<file path="src/rtl/spw_pkg.sv">
package spw_pkg;
  localparam int GAIN_W = 5;
  localparam int DIV_W  = 7;
  localparam int DW_W   = 5;
  localparam int SW_W   = 3;
  localparam int PS_W   = 2;

  localparam logic [3:0] ADDR_MODE = 4'd1;
  localparam logic [3:0] ADDR_GAIN = 4'd2;
  localparam logic [3:0] ADDR_RFM  = 4'd3;
  localparam logic [3:0] ADDR_IFM  = 4'd4;
  localparam logic [3:0] ADDR_RFF  = 4'd5;
  localparam logic [3:0] ADDR_IFF  = 4'd6;
  localparam logic [3:0] ADDR_RFDS = 4'd7;
  localparam logic [3:0] ADDR_IFDS = 4'd8;

  typedef struct packed {
    logic shift;
    logic bitIn;
    logic commit;
    logic reload;
  } spStrobe_t;

  typedef struct packed {
    logic [PS_W-1:0]   psMode;
    logic              bandA;
    logic              gainSrcPin;
    logic              fracIf;
    logic              txHiLin;
    logic              cpCont;
    logic              xoLowPwr;
    logic [GAIN_W-1:0] txGainSer;
    logic              specInv;
    logic [DIV_W-1:0]  rfM;
    logic [DIV_W-1:0]  ifM;
    logic [DIV_W-1:0]  rfF;
    logic              prescale;
    logic [DIV_W-1:0]  ifF;
    logic [DW_W-1:0]   rfD;
    logic [SW_W-1:0]   rfS;
    logic [DW_W-1:0]   ifD;
    logic [SW_W-1:0]   ifS;
  } cfgRegs_t;

  function automatic cfgRegs_t cfgDefaults();
    cfgRegs_t c;
    c = '0;
    c.gainSrcPin = 1'b1;
    c.xoLowPwr   = 1'b1;
    c.specInv    = 1'b1;
    c.prescale   = 1'b1;
    c.rfD        = DW_W'(10);
    c.rfS        = '0;
    c.rfF        = DIV_W'(48);
    c.rfM        = DIV_W'(79);
    c.ifD        = DW_W'(16);
    c.ifS        = SW_W'(2);
    c.ifF        = DIV_W'(32);
    c.ifM        = DIV_W'(79);
    return c;
  endfunction
endpackage

</file>
<file path="src/rtl/spw_ctrl.sv">
module spw_ctrl
  import spw_pkg::*;
#(
  parameter int WORD_W      = 16,
  parameter int WAKE_CYCLES = 100,
  parameter int SYNC_STAGES = 2
) (
  input  logic      clk,
  input  logic      rstN,
  input  logic      powerEn,
  input  logic      wrFrameN,
  input  logic      serClk,
  input  logic      serData,
  output logic      portReady,
  output spStrobe_t ctl
);
  localparam int CNT_W  = $clog2(WORD_W + 2);
  localparam int WAKE_W = $clog2(WAKE_CYCLES + 1);
  localparam logic [CNT_W-1:0] CNT_FULL = CNT_W'(WORD_W);
  localparam logic [CNT_W-1:0] CNT_OVER = CNT_W'(WORD_W + 1);

  logic [3:0] rawIn;
  logic [3:0] stage [SYNC_STAGES];
  assign rawIn = {powerEn, wrFrameN, serClk, serData};

  // Synchronizer chain, depth picked by parameter
  for (genvar g = 0; g < SYNC_STAGES; g++) begin : gSync
    if (g == 0) begin : gFirst
      always_ff @(posedge clk or negedge rstN)
        if (!rstN) stage[g] <= '0;
        else       stage[g] <= rawIn;
    end else begin : gNext
      always_ff @(posedge clk or negedge rstN)
        if (!rstN) stage[g] <= '0;
        else       stage[g] <= stage[g-1];
    end
  end

  logic peS, selS, clkS, datS;
  assign {peS, selS, clkS, datS} = stage[SYNC_STAGES-1];

  logic pePrev, selPrev, clkPrev;
  logic peRise, selRise, clkRise;
  logic [WAKE_W-1:0] wakeCnt;
  logic [CNT_W-1:0]  bitCnt;

  assign peRise  = peS & ~pePrev;
  assign selRise = selS & ~selPrev;
  assign clkRise = clkS & ~clkPrev;
  assign portReady = peS && (wakeCnt == '0) && !peRise;

  always_ff @(posedge clk or negedge rstN) begin
    if (!rstN) begin
      pePrev  <= 1'b0;
      selPrev <= 1'b0;
      clkPrev <= 1'b0;
      wakeCnt <= '0;
      bitCnt  <= '0;
    end else begin
      pePrev  <= peS;
      selPrev <= selS;
      clkPrev <= clkS;
      if (peRise)              wakeCnt <= WAKE_W'(WAKE_CYCLES);
      else if (wakeCnt != '0)  wakeCnt <= wakeCnt - 1'b1;
      if (!portReady || selS)  bitCnt <= '0;
      else if (clkRise && bitCnt != CNT_OVER) bitCnt <= bitCnt + 1'b1;
    end
  end

  always_comb begin
    ctl.reload = peRise;
    ctl.shift  = portReady && !selS && clkRise;
    ctl.bitIn  = datS;
    ctl.commit = portReady && selRise && (bitCnt == CNT_FULL);
  end
endmodule

</file>
<file path="src/rtl/spw_regs.sv">
module spw_regs
  import spw_pkg::*;
#(
  parameter int WORD_W = 16,
  parameter int ADDR_W = 4,
  parameter int DR_MIN = 7,
  parameter int MR_MIN = 32
) (
  input  logic              clk,
  input  logic              rstN,
  input  spStrobe_t         ctl,
  input  logic [GAIN_W-1:0] gainPins,
  output cfgRegs_t          cfg,
  output logic              rangeErr,
  output logic [GAIN_W-1:0] txGain,
  output logic [GAIN_W-1:0] txAttenDb,
  output logic [DW_W-1:0]   ifDOut,
  output logic [SW_W-1:0]   ifSOut,
  output logic [DIV_W-1:0]  ifFOut,
  output logic [DIV_W-1:0]  ifMOut
);
  localparam int TOP = WORD_W - 1;
  localparam logic [GAIN_W-1:0] GAIN_MAX = '1;

  logic [WORD_W-1:0] shiftReg;
  logic [ADDR_W-1:0] addr;
  cfgRegs_t nxt;
  logic nxtErr;
  logic unusedPad;

  assign addr = shiftReg[ADDR_W-1:0];
  assign unusedPad = ^shiftReg[TOP-8:ADDR_W];

  always_comb begin
    nxt = cfg;
    nxtErr = rangeErr;
    case (4'(addr))
      ADDR_MODE: begin
        nxt.psMode     = shiftReg[TOP -: PS_W];
        nxt.bandA      = shiftReg[TOP-2];
        nxt.gainSrcPin = shiftReg[TOP-3];
        nxt.fracIf     = shiftReg[TOP-4];
        nxt.txHiLin    = shiftReg[TOP-5];
        nxt.cpCont     = shiftReg[TOP-6];
        nxt.xoLowPwr   = shiftReg[TOP-7];
        nxtErr = 1'b0;
      end
      ADDR_GAIN: begin
        nxt.txGainSer = shiftReg[TOP -: GAIN_W];
        nxt.specInv   = shiftReg[TOP-GAIN_W];
        nxtErr = 1'b0;
      end
      ADDR_RFM: begin
        if (shiftReg[TOP -: DIV_W] < DIV_W'(MR_MIN)) nxtErr = 1'b1;
        else begin
          nxt.rfM = shiftReg[TOP -: DIV_W];
          nxtErr = 1'b0;
        end
      end
      ADDR_IFM: begin
        nxt.ifM = shiftReg[TOP -: DIV_W];
        nxtErr = 1'b0;
      end
      ADDR_RFF: begin
        nxt.rfF      = shiftReg[TOP -: DIV_W];
        nxt.prescale = shiftReg[TOP-DIV_W];
        nxtErr = 1'b0;
      end
      ADDR_IFF: begin
        nxt.ifF = shiftReg[TOP -: DIV_W];
        nxtErr = 1'b0;
      end
      ADDR_RFDS: begin
        if (shiftReg[TOP -: DW_W] < DW_W'(DR_MIN)) nxtErr = 1'b1;
        else begin
          nxt.rfD = shiftReg[TOP -: DW_W];
          nxt.rfS = shiftReg[TOP-DW_W -: SW_W];
          nxtErr = 1'b0;
        end
      end
      ADDR_IFDS: begin
        nxt.ifD = shiftReg[TOP -: DW_W];
        nxt.ifS = shiftReg[TOP-DW_W -: SW_W];
        nxtErr = 1'b0;
      end
      default: ;
    endcase
  end

  always_ff @(posedge clk or negedge rstN) begin
    if (!rstN) begin
      cfg      <= cfgDefaults();
      rangeErr <= 1'b0;
      shiftReg <= '0;
    end else if (ctl.reload) begin
      cfg      <= cfgDefaults();
      rangeErr <= 1'b0;
      shiftReg <= '0;
    end else begin
      if (ctl.shift) shiftReg <= {shiftReg[WORD_W-2:0], ctl.bitIn};
      if (ctl.commit) begin
        cfg      <= nxt;
        rangeErr <= nxtErr;
      end
    end
  end

  assign txGain    = cfg.gainSrcPin ? gainPins : cfg.txGainSer;
  assign txAttenDb = GAIN_MAX - txGain;
  assign ifDOut    = cfg.fracIf ? cfg.ifD : '0;
  assign ifSOut    = cfg.fracIf ? cfg.ifS : '0;
  assign ifFOut    = cfg.fracIf ? cfg.ifF : '0;
  assign ifMOut    = cfg.fracIf ? cfg.ifM : '0;
endmodule

</file>
<file path="src/rtl/spw_port.sv">
module spw_port
  import spw_pkg::*;
#(
  parameter int WORD_W      = 16,
  parameter int ADDR_W      = 4,
  parameter int WAKE_CYCLES = 100,
  parameter int SYNC_STAGES = 2,
  parameter int DR_MIN      = 7,
  parameter int MR_MIN      = 32
) (
  input  logic        clk,
  input  logic        rstN,
  input  logic        powerEn,
  input  logic        wrFrameN,
  input  logic        serClk,
  input  logic        serData,
  input  logic [4:0]  gainPins,
  output logic        portReady,
  output logic [1:0]  psMode,
  output logic        bandA,
  output logic        specInv,
  output logic        txHiLin,
  output logic        cpCont,
  output logic        xoLowPwr,
  output logic        prescale,
  output logic [4:0]  rfD,
  output logic [2:0]  rfS,
  output logic [6:0]  rfF,
  output logic [6:0]  rfM,
  output logic        ifFracOn,
  output logic [4:0]  ifD,
  output logic [2:0]  ifS,
  output logic [6:0]  ifF,
  output logic [6:0]  ifM,
  output logic        gainSrcPin,
  output logic [4:0]  txGain,
  output logic [4:0]  txAttenDb,
  output logic        rfRangeErr
);
  spStrobe_t ctl;
  cfgRegs_t  cfg;

  spw_ctrl #(.WORD_W(WORD_W), .WAKE_CYCLES(WAKE_CYCLES), .SYNC_STAGES(SYNC_STAGES)) uCtrl (
    .clk(clk), .rstN(rstN), .powerEn(powerEn), .wrFrameN(wrFrameN),
    .serClk(serClk), .serData(serData), .portReady(portReady), .ctl(ctl)
  );

  spw_regs #(.WORD_W(WORD_W), .ADDR_W(ADDR_W), .DR_MIN(DR_MIN), .MR_MIN(MR_MIN)) uRegs (
    .clk(clk), .rstN(rstN), .ctl(ctl), .gainPins(gainPins), .cfg(cfg),
    .rangeErr(rfRangeErr), .txGain(txGain), .txAttenDb(txAttenDb),
    .ifDOut(ifD), .ifSOut(ifS), .ifFOut(ifF), .ifMOut(ifM)
  );

  assign psMode     = cfg.psMode;
  assign bandA      = cfg.bandA;
  assign specInv    = cfg.specInv;
  assign txHiLin    = cfg.txHiLin;
  assign cpCont     = cfg.cpCont;
  assign xoLowPwr   = cfg.xoLowPwr;
  assign prescale   = cfg.prescale;
  assign rfD        = cfg.rfD;
  assign rfS        = cfg.rfS;
  assign rfF        = cfg.rfF;
  assign rfM        = cfg.rfM;
  assign ifFracOn   = cfg.fracIf;
  assign gainSrcPin = cfg.gainSrcPin;
endmodule

</file>
<file path="config.mk">
export PLATFORM = sky130hd
export DESIGN_NAME = spw_port
export DESIGN_NICKNAME = d
export VERILOG_FILES = /design/src/rtl/spw_pkg.sv /design/src/rtl/spw_ctrl.sv /design/src/rtl/spw_regs.sv /design/src/rtl/spw_port.sv
export SDC_FILE = /design/constraint.sdc
export NUM_CORES = 1
export LEC_CHECK = 0
export BUFFER_PORTS_ARGS = -buffer_cell sky130_fd_sc_hd__buf_2
export CAP_MARGIN = 20
export CORE_MARGIN = 1.5
export CORE_UTILIZATION = 56
export DETAILED_ROUTE_END_ITERATION = 10
export GPL_TIMING_DRIVEN = 1
export PLACE_DENSITY = 0.87
export SKIP_LAST_GASP = 1
export SYNTH_ARGS = -nofsm -noshare
export SYNTH_HDL_FRONTEND = slang
export SYNTH_HIERARCHICAL = 1
export SYNTH_SLANG_ARGS = --single-unit
</file>
<file path="constraint.sdc">
create_clock -name clk -period 3.75 [get_ports clk]
set_input_delay 0.375 -clock clk [delete_from_list [all_inputs] [get_ports clk]]
set_output_delay 0.375 -clock clk [all_outputs]
set_load 0.01 [all_outputs]
</file>
==> results of run 1 <==
==> worst paths after layout <==
| kind | depth (start not counted) | endpoint | slack (ns) |
|---|---|---|---|
| worst min-delay path | 1 | uCtrl/stage[5] | 0.07 |
| worst max-delay path | 11 | uRegs/cfg[13] | 0.59 |
| max in group asynchronous | 2 | uRegs/cfg[32] | 2.83 |
| min in group clk | 1 | uCtrl/stage[5] | 0.12 |
| worst min register to register | 0 | uCtrl/peS | 0.35 |
| worst max register to register | 11 | uRegs/cfg[13] | 0.59 |
==> layer usage <==
layer	share of wire, %	wire length (um)	vias to the layer above
met2	48	4660	104
met3	5.3	511	18
li1	-	-	1517
met5	0	0	-
met4	2.0	189	0
met1	44	4270	1665
==> state kept, by name, indices dropped and copies added, names as in the netlist, 4 cells and up <==
register	count
uRegs/shiftReg	16
uCtrl/wakeCnt	7
uCtrl/stage	4
uRegs/cfg	59
uCtrl/bitCnt	5
==> layout make-up <==
type | instances | area share, %
Sequential cell | 99 | 48.3
Multi-Input combinational cell | 260 | 35.6
Timing Repair Buffer | 83 | 8.40
Clock buffer | 10 | 2.65
Tap cell | 102 | 2.46
Clock inverter | 6 | 1.40
Inverter | 17 | 1.23
==> power groups by stage <==
stage	registers, mW	logic [mW]	clock network, mW
finish	1.14	0.138	0.705
CTS	1.13	0.141	0.721
global placement	1.15	0.135	0
global route	1.14	0.159	0.772
floorplan	1.15	0.102	0
detailed placement	1.15	0.141	0
==> cell usage after synthesis (5+ instances only) <==
library cell	number
nand2_1	5
buf_2	5
nor3_1	6
inv_1	17
a21oi_1	5
and2_1	22
a21oi_2	5
dfstp_2	21
dfrtp_1	78
a211o_1	19
mux2i_1	59
nor2b_1	14
o21ai_0	9
clkbuf_1	17
buf_6	5
nor2_1	67
==> worst max-delay path, cell delays in order (launching register included) <==
cell and delay (ns):
dfrtp_1 0.44, inv_1 0.08, ha_1 0.18, or3b_1 0.48, nor3_1 0.26, nor4b_1 0.25
buf_4 0.19, nand2_1 0.19, nor4b_2 0.41, buf_4 0.27, mux2i_1 0.20, nor2_1 0.07
==> kinds of logic after synthesis <==
group | count (synthesis) | share of synthesized area [%]
AND/OR/NAND/NOR | 147 | 17.9
flip-flops | 99 | 54.7
multiplexers | 59 | 12.9
AO/OA/AOI/OAI | 49 | 8.06
buffers and inverters | 49 | 5.14
adder cells (fa/ha/maj) | 4 | 1.09
XOR/XNOR | 1 | 0.191
==> results.py, run 1 <==
metrics = {
    "outcome": {
        "status": "complete, no violations",
    },
    "layout": {
        "register_area_sq_um": 2500,
        "design_area_sq_um": 5180,
        "nets": 485,
        "fin_cells": 577,
        "utilization_pct": 66.4,
        "fillerInstances": 594,
        "antennaDiodeCount": 0,
        "final_common_cell": "dfrtp_1",
        "final_cell_mix": "dfrtp_1, buf_2, nor2_1",
        "multi_input_area_sq_um": 1840,
        "final_layout_size_suffix_gt1_share_pct": 29.3,
        "area_delta_synth_final_pct": 13.3,
    },
    "yosys": {
        "synth_cell_type_count": 52,
        "syn_area_per_cell_sq_um": 11.2,
        "yosysTopAreaCellShare_pct": 42.6,
        "synth_warnings": 6,
        "yosys-top-cells-area": "dfrtp_1, mux2i_1, dfstp_2",
        "yosysSeqAreaShare_pct": 54.7,
        "synth_enable_flop_cells": 0,
        "synth_async_sr_flop_share_pct": 100,
        "ys_seq_elements": 99,
        "netlist_instances": 408,
        "synth_area_leader_cell": "dfrtp_1",
        "syn_nets": 423,
        "synth_area_sq_um": 4580,
        "synth-main-ff-cell": "dfrtp_1",
    },
    "cts": {
        "postCtsSetupRepairBufs": 0,
        "numCtsBuffers": 9,
        "htreeDepth": 3,
        "cts_buffer_depth": 2,
        "clk-insertion-delay-late_ns": 0.36,
        "cts_tree": "done",
        "cts_root_buf": "clkbuf_8",
        "cts_sinks": 99,
        "ctsHoldBuffers": 0,
        "post_cts_resized": 0,
        "path_clk_slew_ns": 0.10,
    },
    "die": {
        "num_rows": 32,
        "coreArea_sq_um": 7810,
        "start_util_pct": 58.6,
        "chipHeight_um": 93.4,
        "die_x_um": 93.4,
        "die-area_sq_um": 8720,
        "io_pins": 77,
    },
    "timing": {
        "period_needed_ns": 3.16,
        "timing.setup.tns_ns": 0,
        "slew_viol_final": 0,
        "worst_slack_ns": 0.594,
        "fin_crit_sh_pct": 84.2,
        "grt_setup_unrepaired": "false",
        "clock.fmax_mhz": 317,
        "worst_slew_pin_slew_ns": 0.960,
        "whs_ns": 0.0693,
        "final-setup-viol-count": 0,
        "hold_viol": 0,
        "finClkSkew_ns": 0.0118,
        "slew_headroom_pct": 35.9,
    },
    "pwr": {
        "intPower_mw": 1.49,
        "power_mw": 1.98,
        "clock_power_share_pct": 35.6,
        "p_leak_nw": 2.38,
        "power_density_nw_per_um2": 382,
        "pwr-share-comb_pct": 7.0,
        "switchingPower_uw": 491,
        "swShare_pct": 24.8,
        "pwr-share-seq_pct": 57.4,
        "irDropWorstVdd_uv": 236,
    },
    "hold_path": {
        "min_path_type": "in2async",
    },
    "place": {
        "portBuffers": 76,
        "dp_hpwl_mm": 6.39,
        "dpl.cell_count": 561,
        "place_area_sq_um": 4970,
        "place.gp.congestion": 0.819,
        "pre_cts_slack_ns": 0.624,
    },
    "global_route": {
        "track_usage_pct": 23.5,
        "grt_pass1_wl_mm": 15.7,
        "grt_pass1_vias": 3097,
        "grt_antenna_before_repair": 0,
        "grt_overflow": 0,
        "met3_usage_pct": 3.82,
        "grt_max_degree": 59,
        "grtUsageMet2_pct": 37.0,
        "top_usage_layer": "met2",
        "use_met1_pct": 32.6,
    },
    "setup_path": {
        "cp-start-kind": "flop",
        "r2r_start": "uCtrl/wakeCnt[0]",
        "critPathRequiredTime_ns": 3.96,
        "cp_max_fo": 10,
        "critical_path_arrival_ns": 3.37,
        "end_kind": "flop",
        "critPathLaunch": "uCtrl/wakeCnt[0]",
        "critical_path_class": "reg2reg",
    },
    "detailed_routing": {
        "wirelength_mm": 9.63,
        "firstDrtPassIters": 4,
        "postRouteAntennaNets": 0,
        "vias_per_cell": 5.73,
        "drtIter0Drc": 217,
        "num_vias": 3304,
        "post-route-drc-count": 0,
        "wire_per_inst_um": 16.7,
    },
    "job": {
        "cap_viol_max_count": 0,
    },
}
No activity file was read; power rests on OpenSTA's default activity.
==> inputs of run 2 (changes only) <==
==> constraint.sdc (replaced) <==
create_clock -name clk -period 3.2 [get_ports clk]
set_input_delay 0.32 -clock clk [delete_from_list [all_inputs] [get_ports clk]]
set_output_delay 0.32 -clock clk [all_outputs]
set_load 0.01 [all_outputs]
==> run 2 against run 1 <==
  * Sequential power is 17% higher
  * Clock-buffer cell count fell by 1
  * Critical path type unchanged
  * Largest power group unchanged
  * Critical endpoint is now uRegs/cfg[14]
  * Hold slack lost 0.027 ns
==> results.py, run 2 (synthesis gave the netlist of run 1 again) <==
metrics = {
    "outcome": {
        "status": "complete, no violations",
    },
    "timing": {
        "grt_setup_unrepaired": "false",
        "fin_crit_sh_pct": 91.4,
        "worst_slew_pin_slew_ns": 0.771,
        "timing.setup.tns_ns": 0,
        "period_needed_ns": 2.92,
        "hold_viol": 0,
        "final-setup-viol-count": 0,
        "clock.fmax_mhz": 342,
        "slew_viol_final": 0,
        "slew_headroom_pct": 48.5,
        "finClkSkew_ns": 0.0162,
    },
    "global_route": {
        "track_usage_pct": 24.1,
        "grt_pass1_vias": 3288,
        "grt_max_degree": 52,
        "grt_antenna_before_repair": 0,
        "grt_overflow": 0,
        "grt_pass1_wl_mm": 16.2,
    },
    "cts": {
        "clk-insertion-delay-late_ns": 0.38,
        "cts_tree": "done",
        "cts_sinks": 99,
        "post_cts_resized": 0,
        "postCtsSetupRepairBufs": 0,
        "cts_root_buf": "clkbuf_8",
        "numCtsBuffers": 9,
        "path_clk_slew_ns": 0.10,
        "htreeDepth": 3,
        "cts_buffer_depth": 2,
    },
    "layout": {
        "largest_reg_flops": 59,
        "antennaDiodeCount": 0,
        "final_layout_size_suffix_gt1_share_pct": 29.6,
        "design_area_sq_um": 5230,
        "final_common_cell": "dfrtp_1",
        "register_area_sq_um": 2500,
        "top_register": "uRegs/cfg",
        "area_delta_synth_final_pct": 14.2,
        "multi_input_area_sq_um": 1850,
        "fillerInstances": 591,
        "reg_top3": "uRegs/cfg: 59 flops, uRegs/shiftReg: 16 flops, uCtrl/wakeCnt: 7 flops",
        "final_cell_mix": "dfrtp_1, buf_2, nor2_1",
        "nets": 487,
    },
    "pwr": {
        "swShare_pct": 26.3,
        "pwr-share-comb_pct": 7.1,
        "irDropWorstVdd_uv": 241,
        "pwr-share-seq_pct": 56.3,
        "p_leak_nw": 2.40,
        "intPower_mw": 1.74,
        "switchingPower_uw": 620,
        "power_density_nw_per_um2": 452,
        "clock_power_share_pct": 36.5,
    },
    "detailed_routing": {
        "postRouteAntennaNets": 0,
        "drtIter0Drc": 232,
        "firstDrtPassIters": 4,
        "post-route-drc-count": 0,
        "num_vias": 3248,
        "wire_per_inst_um": 16.6,
        "vias_per_cell": 5.61,
        "wirelength_mm": 9.62,
    },
    "setup_path": {
        "critPathRequiredTime_ns": 3.51,
        "crit_slowest_cell": "dfrtp_1",
        "cpPeakStageDelay_ns": 0.43,
        "critical_path_class": "reg2reg",
        "cp_cell_sequence": "inv_1, ha_1, or3b_1, nor3_1, nor4b_2, buf_4, nand2_1, nor4b_2, buf_4, nor2b_1, a211o_1",
        "critical_path_arrival_ns": 3.23,
        "end_kind": "flop",
        "cp-start-kind": "flop",
        "cp_max_fo": 10,
    },
    "place": {
        "place.gp.congestion": 0.756,
        "portBuffers": 76,
        "dp_hpwl_mm": 6.32,
        "place_area_sq_um": 5000,
    },
    "die": {
        "coreArea_sq_um": 7810,
        "die-area_sq_um": 8720,
        "num_rows": 32,
        "chipHeight_um": 93.4,
        "die_x_um": 93.4,
        "io_pins": 77,
        "start_util_pct": 58.6,
    },
    "job": {
        "cap_viol_max_count": 0,
    },
    "hold_path": {
        "min_path_type": "in2reg",
    },
}
run 2: power groups by stage:
stage               sequential (mW)  combinational, mW  clock [mW]
global route                   1.34              0.191       0.938
CTS                            1.33              0.169       0.878
global placement               1.35              0.162           0
finish                         1.33              0.168       0.864
detailed placement             1.35              0.166           0
floorplan                      1.34              0.119           0
run 2: layout make-up:
class | count | share of cell area (%)
well taps | 102 | 2.44
flip-flops and latches | 99 | 47.9
multi-input cells | 260 | 35.4
inverters | 17 | 1.22
repair buffers | 85 | 8.90
clock inverters | 7 | 1.77
clock buffers | 9 | 2.37
run 2: final timing paths:
check,start,depth (start not counted),slack (ns),end
max,uCtrl/wakeCnt[0],11,0.28,uRegs/cfg[14]
min,powerEn,1,0.04,uCtrl/stage[7]
min in group asynchronous,rstN,2,0.50,uCtrl/clkPrev
min reg2reg,uCtrl/stage[6],0,0.35,uCtrl/selS
max reg2reg,uCtrl/wakeCnt[0],11,0.28,uRegs/cfg[14]
max in group asynchronous,rstN,3,1.97,uRegs/cfg[39]
run 2: timing repair:
action                                 CTS  global route
endpoints found under the hold margin   40             0
hold buffers                             1             0
setup endpoints to repair                0             0
run 2: critical path, delay by kind of cell (launching register included):
family / cells / cell delay [ns]
adder cells (fa/ha/maj): 1 / 0.18
AO/OA/AOI/OAI: 1 / 0.27
flip-flops: 1 / 0.43
AND/OR/NAND/NOR: 6 / 1.48
buffers and inverters: 3 / 0.50
run 2: metrics by stage:
step	instances	hold slack [ns]	setup slack, ns	util (%)	total power, mW
4_1_cts	579	0.0379	0.297	67.0	2.38
3_5_place_dp	562	0.335	0.321	64.1	1.52
3_3_place_gp	562	0.336	0.486	64.1	1.51
6_report	579	0.0425	0.275	67.0	2.36
5_1_grt	579	0.0427	0.0492	67.0	2.47
2_1_floorplan	408	0.0244	0.0460	-	1.46
run 2: per-layer routing:
layer / up-vias / part of all wire, % / routed length, um / track usage, %
met1: 1623 / 44 / 4210 / 33.0
met2: 90 / 50 / 4820 / 38.5
met4: 0 / 1.7 / 164 / 10.6
li1: 1521 / - / - / -
met3: 14 / 4.5 / 431 / 3.09
met5: - / 0 / 0 / 0
==> inputs of run 3 (changes only) <==
--- a/config.mk
+++ b/config.mk
@@ -7,13 +7,12 @@
 export LEC_CHECK = 0
 export BUFFER_PORTS_ARGS = -buffer_cell sky130_fd_sc_hd__buf_2
 export CAP_MARGIN = 20
-export CORE_MARGIN = 1.5
 export CORE_UTILIZATION = 56
+export CTS_BUF_LIST = sky130_fd_sc_hd__clkbuf_16
 export DETAILED_ROUTE_END_ITERATION = 10
 export GPL_TIMING_DRIVEN = 1
 export PLACE_DENSITY = 0.87
 export SKIP_LAST_GASP = 1
 export SYNTH_ARGS = -nofsm -noshare
 export SYNTH_HDL_FRONTEND = slang
-export SYNTH_HIERARCHICAL = 1
 export SYNTH_SLANG_ARGS = --single-unit
==> run 3 against run 2 <==
  * Utilization decreased by 2.3 points
  * Combinational power increased by 5%
  * Via count increased by 12%
  * Sequential share of layout area decreased by 0.77 points
  * Power increased by 10%
  * Die area increased by 1.6%
  * Clock-buffer cell count unchanged
  * Wire length increased by 7.0%
  * Global-route usage increased by 0.84 points
  * Critical endpoint is now uRegs.cfg[7]
  * Largest cell class unchanged
==> results.py, run 3 <==
metrics = {
    "setup_path": {
        "reg2reg_depth": 7,
        "critPathCapture": "uRegs.cfg[7]",
        "r2r_start": "uCtrl.wakeCnt[0]",
        "critical_path_arrival_ns": 2.75,
        "r2r_end": "uRegs.cfg[7]",
        "critical_path_class": "reg2reg",
        "r2r_slack_ns": 0.71,
        "critPathRequiredTime_ns": 3.46,
        "end_kind": "flop",
        "critPathLaunch": "uCtrl.wakeCnt[0]",
        "cp_max_fo": 17,
        "cp-start-kind": "flop",
    },
    "detailed_routing": {
        "num_vias": 3631,
        "postRouteAntennaNets": 0,
        "wirelength_mm": 10.3,
        "drtIter0Drc": 356,
        "vias_per_cell": 5.93,
        "post-route-drc-count": 0,
        "wire_per_inst_um": 16.8,
        "firstDrtPassIters": 7,
    },
    "yosys": {
        "yosysTopAreaCellShare_pct": 41.0,
        "synth_warnings": 0,
        "synth_area_leader_cell": "dfrtp_1",
        "synthMuxAreaShare_pct": 9.92,
        "synth_most_common_cell": "dfrtp_1",
        "yosys-top-cells-area": "dfrtp_1, dfstp_2, mux2i_1",
        "synthXorXnorAreaFrac_pct": 1.10,
        "syn_nets": 480,
        "synth-main-ff-cell": "dfrtp_1",
        "ys_seq_elements": 99,
        "syn_area_per_cell_sq_um": 10.2,
        "synth_cell_type_count": 47,
        "synth_enable_flop_cells": 0,
        "synth_fa_ha_area_share_pct": 1.05,
        "synth_async_sr_flop_share_pct": 100,
        "synth_simple_gate_area_share_pct": 18.6,
        "yosysSeqAreaShare_pct": 52.6,
        "netlist_instances": 465,
        "synth_top_family_by_area": "simple AND/OR/NAND/NOR gates",
        "synth_common_cells": "dfrtp_1, mux2i_1, nand3_1, nand2_1, o21ai_0",
        "synth_compound_area_share_pct": 8.78,
        "synth_area_sq_um": 4760,
    },
    "pwr": {
        "switchingPower_uw": 628,
        "power_mw": 2.60,
        "p_leak_nw": 2.55,
        "pwr-share-comb_pct": 6.8,
        "irDropWorstVdd_uv": 359,
        "power_density_nw_per_um2": 490,
        "swShare_pct": 24.1,
        "clock_power_share_pct": 41.8,
        "pwr-share-seq_pct": 51.4,
        "intPower_mw": 1.98,
    },
    "layout": {
        "antennaDiodeCount": 0,
        "design_area_sq_um": 5310,
        "area_delta_synth_final_pct": 11.7,
        "final_common_cell": "dfrtp_1",
        "nets": 517,
        "final_layout_size_suffix_gt1_share_pct": 25.2,
        "largest_reg_flops": 59,
        "reg_top3": "uRegs.cfg: 59 flops, uRegs.shiftReg: 16 flops, uCtrl.wakeCnt: 7 flops",
        "final_cell_mix": "dfrtp_1, buf_2, mux2i_1",
        "top_register": "uRegs.cfg",
        "fin_cells": 612,
    },
    "timing": {
        "whs_ns": 0.0772,
        "fin_crit_sh_pct": 77.7,
        "worst_slew_pin_slew_ns": 1.10,
        "hold_viol": 0,
        "clock.fmax_mhz": 402,
        "slew_headroom_pct": 26.3,
        "period_needed_ns": 2.49,
        "timing.setup.tns_ns": 0,
        "finClkSkew_ns": 0.00839,
        "grt_setup_unrepaired": "false",
        "final-setup-viol-count": 0,
        "slew_viol_final": 0,
    },
    "cts": {
        "htreeDepth": 3,
        "numCtsBuffers": 9,
        "path_clk_slew_ns": 0.07,
        "cts_root_buf": "clkbuf_16",
        "cts_buffer_depth": 2,
        "ctsHoldBuffers": 1,
        "postCtsSetupRepairBufs": 0,
        "cts_tree": "done",
        "clk-insertion-delay-late_ns": 0.35,
        "cts_sinks": 99,
        "post_cts_resized": 0,
    },
    "die": {
        "coreArea_sq_um": 8220,
        "chipHeight_um": 94.2,
        "io_pins": 77,
        "start_util_pct": 57.9,
        "num_rows": 33,
        "die_x_um": 94.2,
        "die-area_sq_um": 8870,
    },
    "outcome": {
        "status": "complete, no violations",
    },
    "global_route": {
        "grt_max_degree": 39,
        "grt_antenna_before_repair": 0,
        "grt_pass1_wl_mm": 16.7,
        "track_usage_pct": 24.9,
        "grt_pass1_vias": 3408,
        "grt_overflow": 0,
    },
    "job": {
        "cap_viol_max_count": 0,
    },
    "place": {
        "place_area_sq_um": 5000,
        "portBuffers": 76,
        "dp_hpwl_mm": 7.08,
        "place.gp.congestion": 0.878,
        "dpl.cell_count": 595,
    },
    "hold_path": {
        "min_path_type": "in2reg",
    },
}
## run 3: kinds of logic (layout without fill, tap and decap cells)
| family | count (synthesis) | after routing |
|---|---|---|
| fa+ha+maj | 4 | 4 |
| simple gates | 169 | 169 |
| flops | 99 | 99 |
| buf+inv | 71 | 113 |
| xor+xnor | 6 | 6 |
| compound gates | 69 | 69 |
| mux | 47 | 47 |
## run 3: worst min path at each step
stage	endpoint	depth (start not counted)	slack [ns]	start
after global placement	uCtrl.stage[5]	1	0.29	rstN
after floorplan	uCtrl.bitCnt[0]	0	0.02	rstN
final	uCtrl.stage[4]	1	0.08	serData
after global routing	uCtrl.stage[4]	1	0.06	serData
after CTS	uCtrl.stage[4]	1	0.07	serData
after detailed placement	uCtrl.stage[5]	1	0.29	rstN
## run 3: through the flow
| step | utilization [%] | worst slack [ns] |
|---|---|---|
| 2_1_floorplan | - | 1.22 |
| 3_3_place_gp | 60.8 | 0.927 |
| 3_5_place_dp | 60.8 | 0.728 |
| 4_1_cts | 64.7 | 0.710 |
| 5_1_grt | 64.7 | 0.535 |
| 6_report | 64.7 | 0.713 |
## run 3: power groups by stage
stage                     registers (mW)  clock network, mW  logic, mW
after floorplan                     1.35                  0      0.115
after global placement              1.36                  0      0.168
after detailed placement            1.36                  0      0.178
after CTS                           1.34               1.10      0.180
after global routing                1.34               1.15      0.200
final                               1.34               1.09      0.177
## run 3: worst max-delay path: stages (launching register included)
cell     delay [ns]
dfrtp_1        0.41
inv_1          0.07
ha_1           0.21
nor4b_4        0.39
nand4_2        0.41
buf_4          0.32
nor3_2         0.30
mux2i_1        0.28
## run 3: per-layer routing
| layer | part of all wire, % | GRT usage (%) |
|---|---|---|
| met1 | 44 | 34.8 |
| met2 | 46 | 36.1 |
| met3 | 7.3 | 5.50 |
| met4 | 3.3 | 13.5 |
| met5 | 0 | 0 |
## run 3: final cells by class
cell class	instances	area (sq um)
Sequential cell	99	2500
Clock inverter	7	77.6
Inverter	13	48.8
Fill cell	653	2900
Clock buffer	9	225
Timing Repair Buffer	84	445
Tap cell	105	131
Multi-Input combinational cell	295	1880
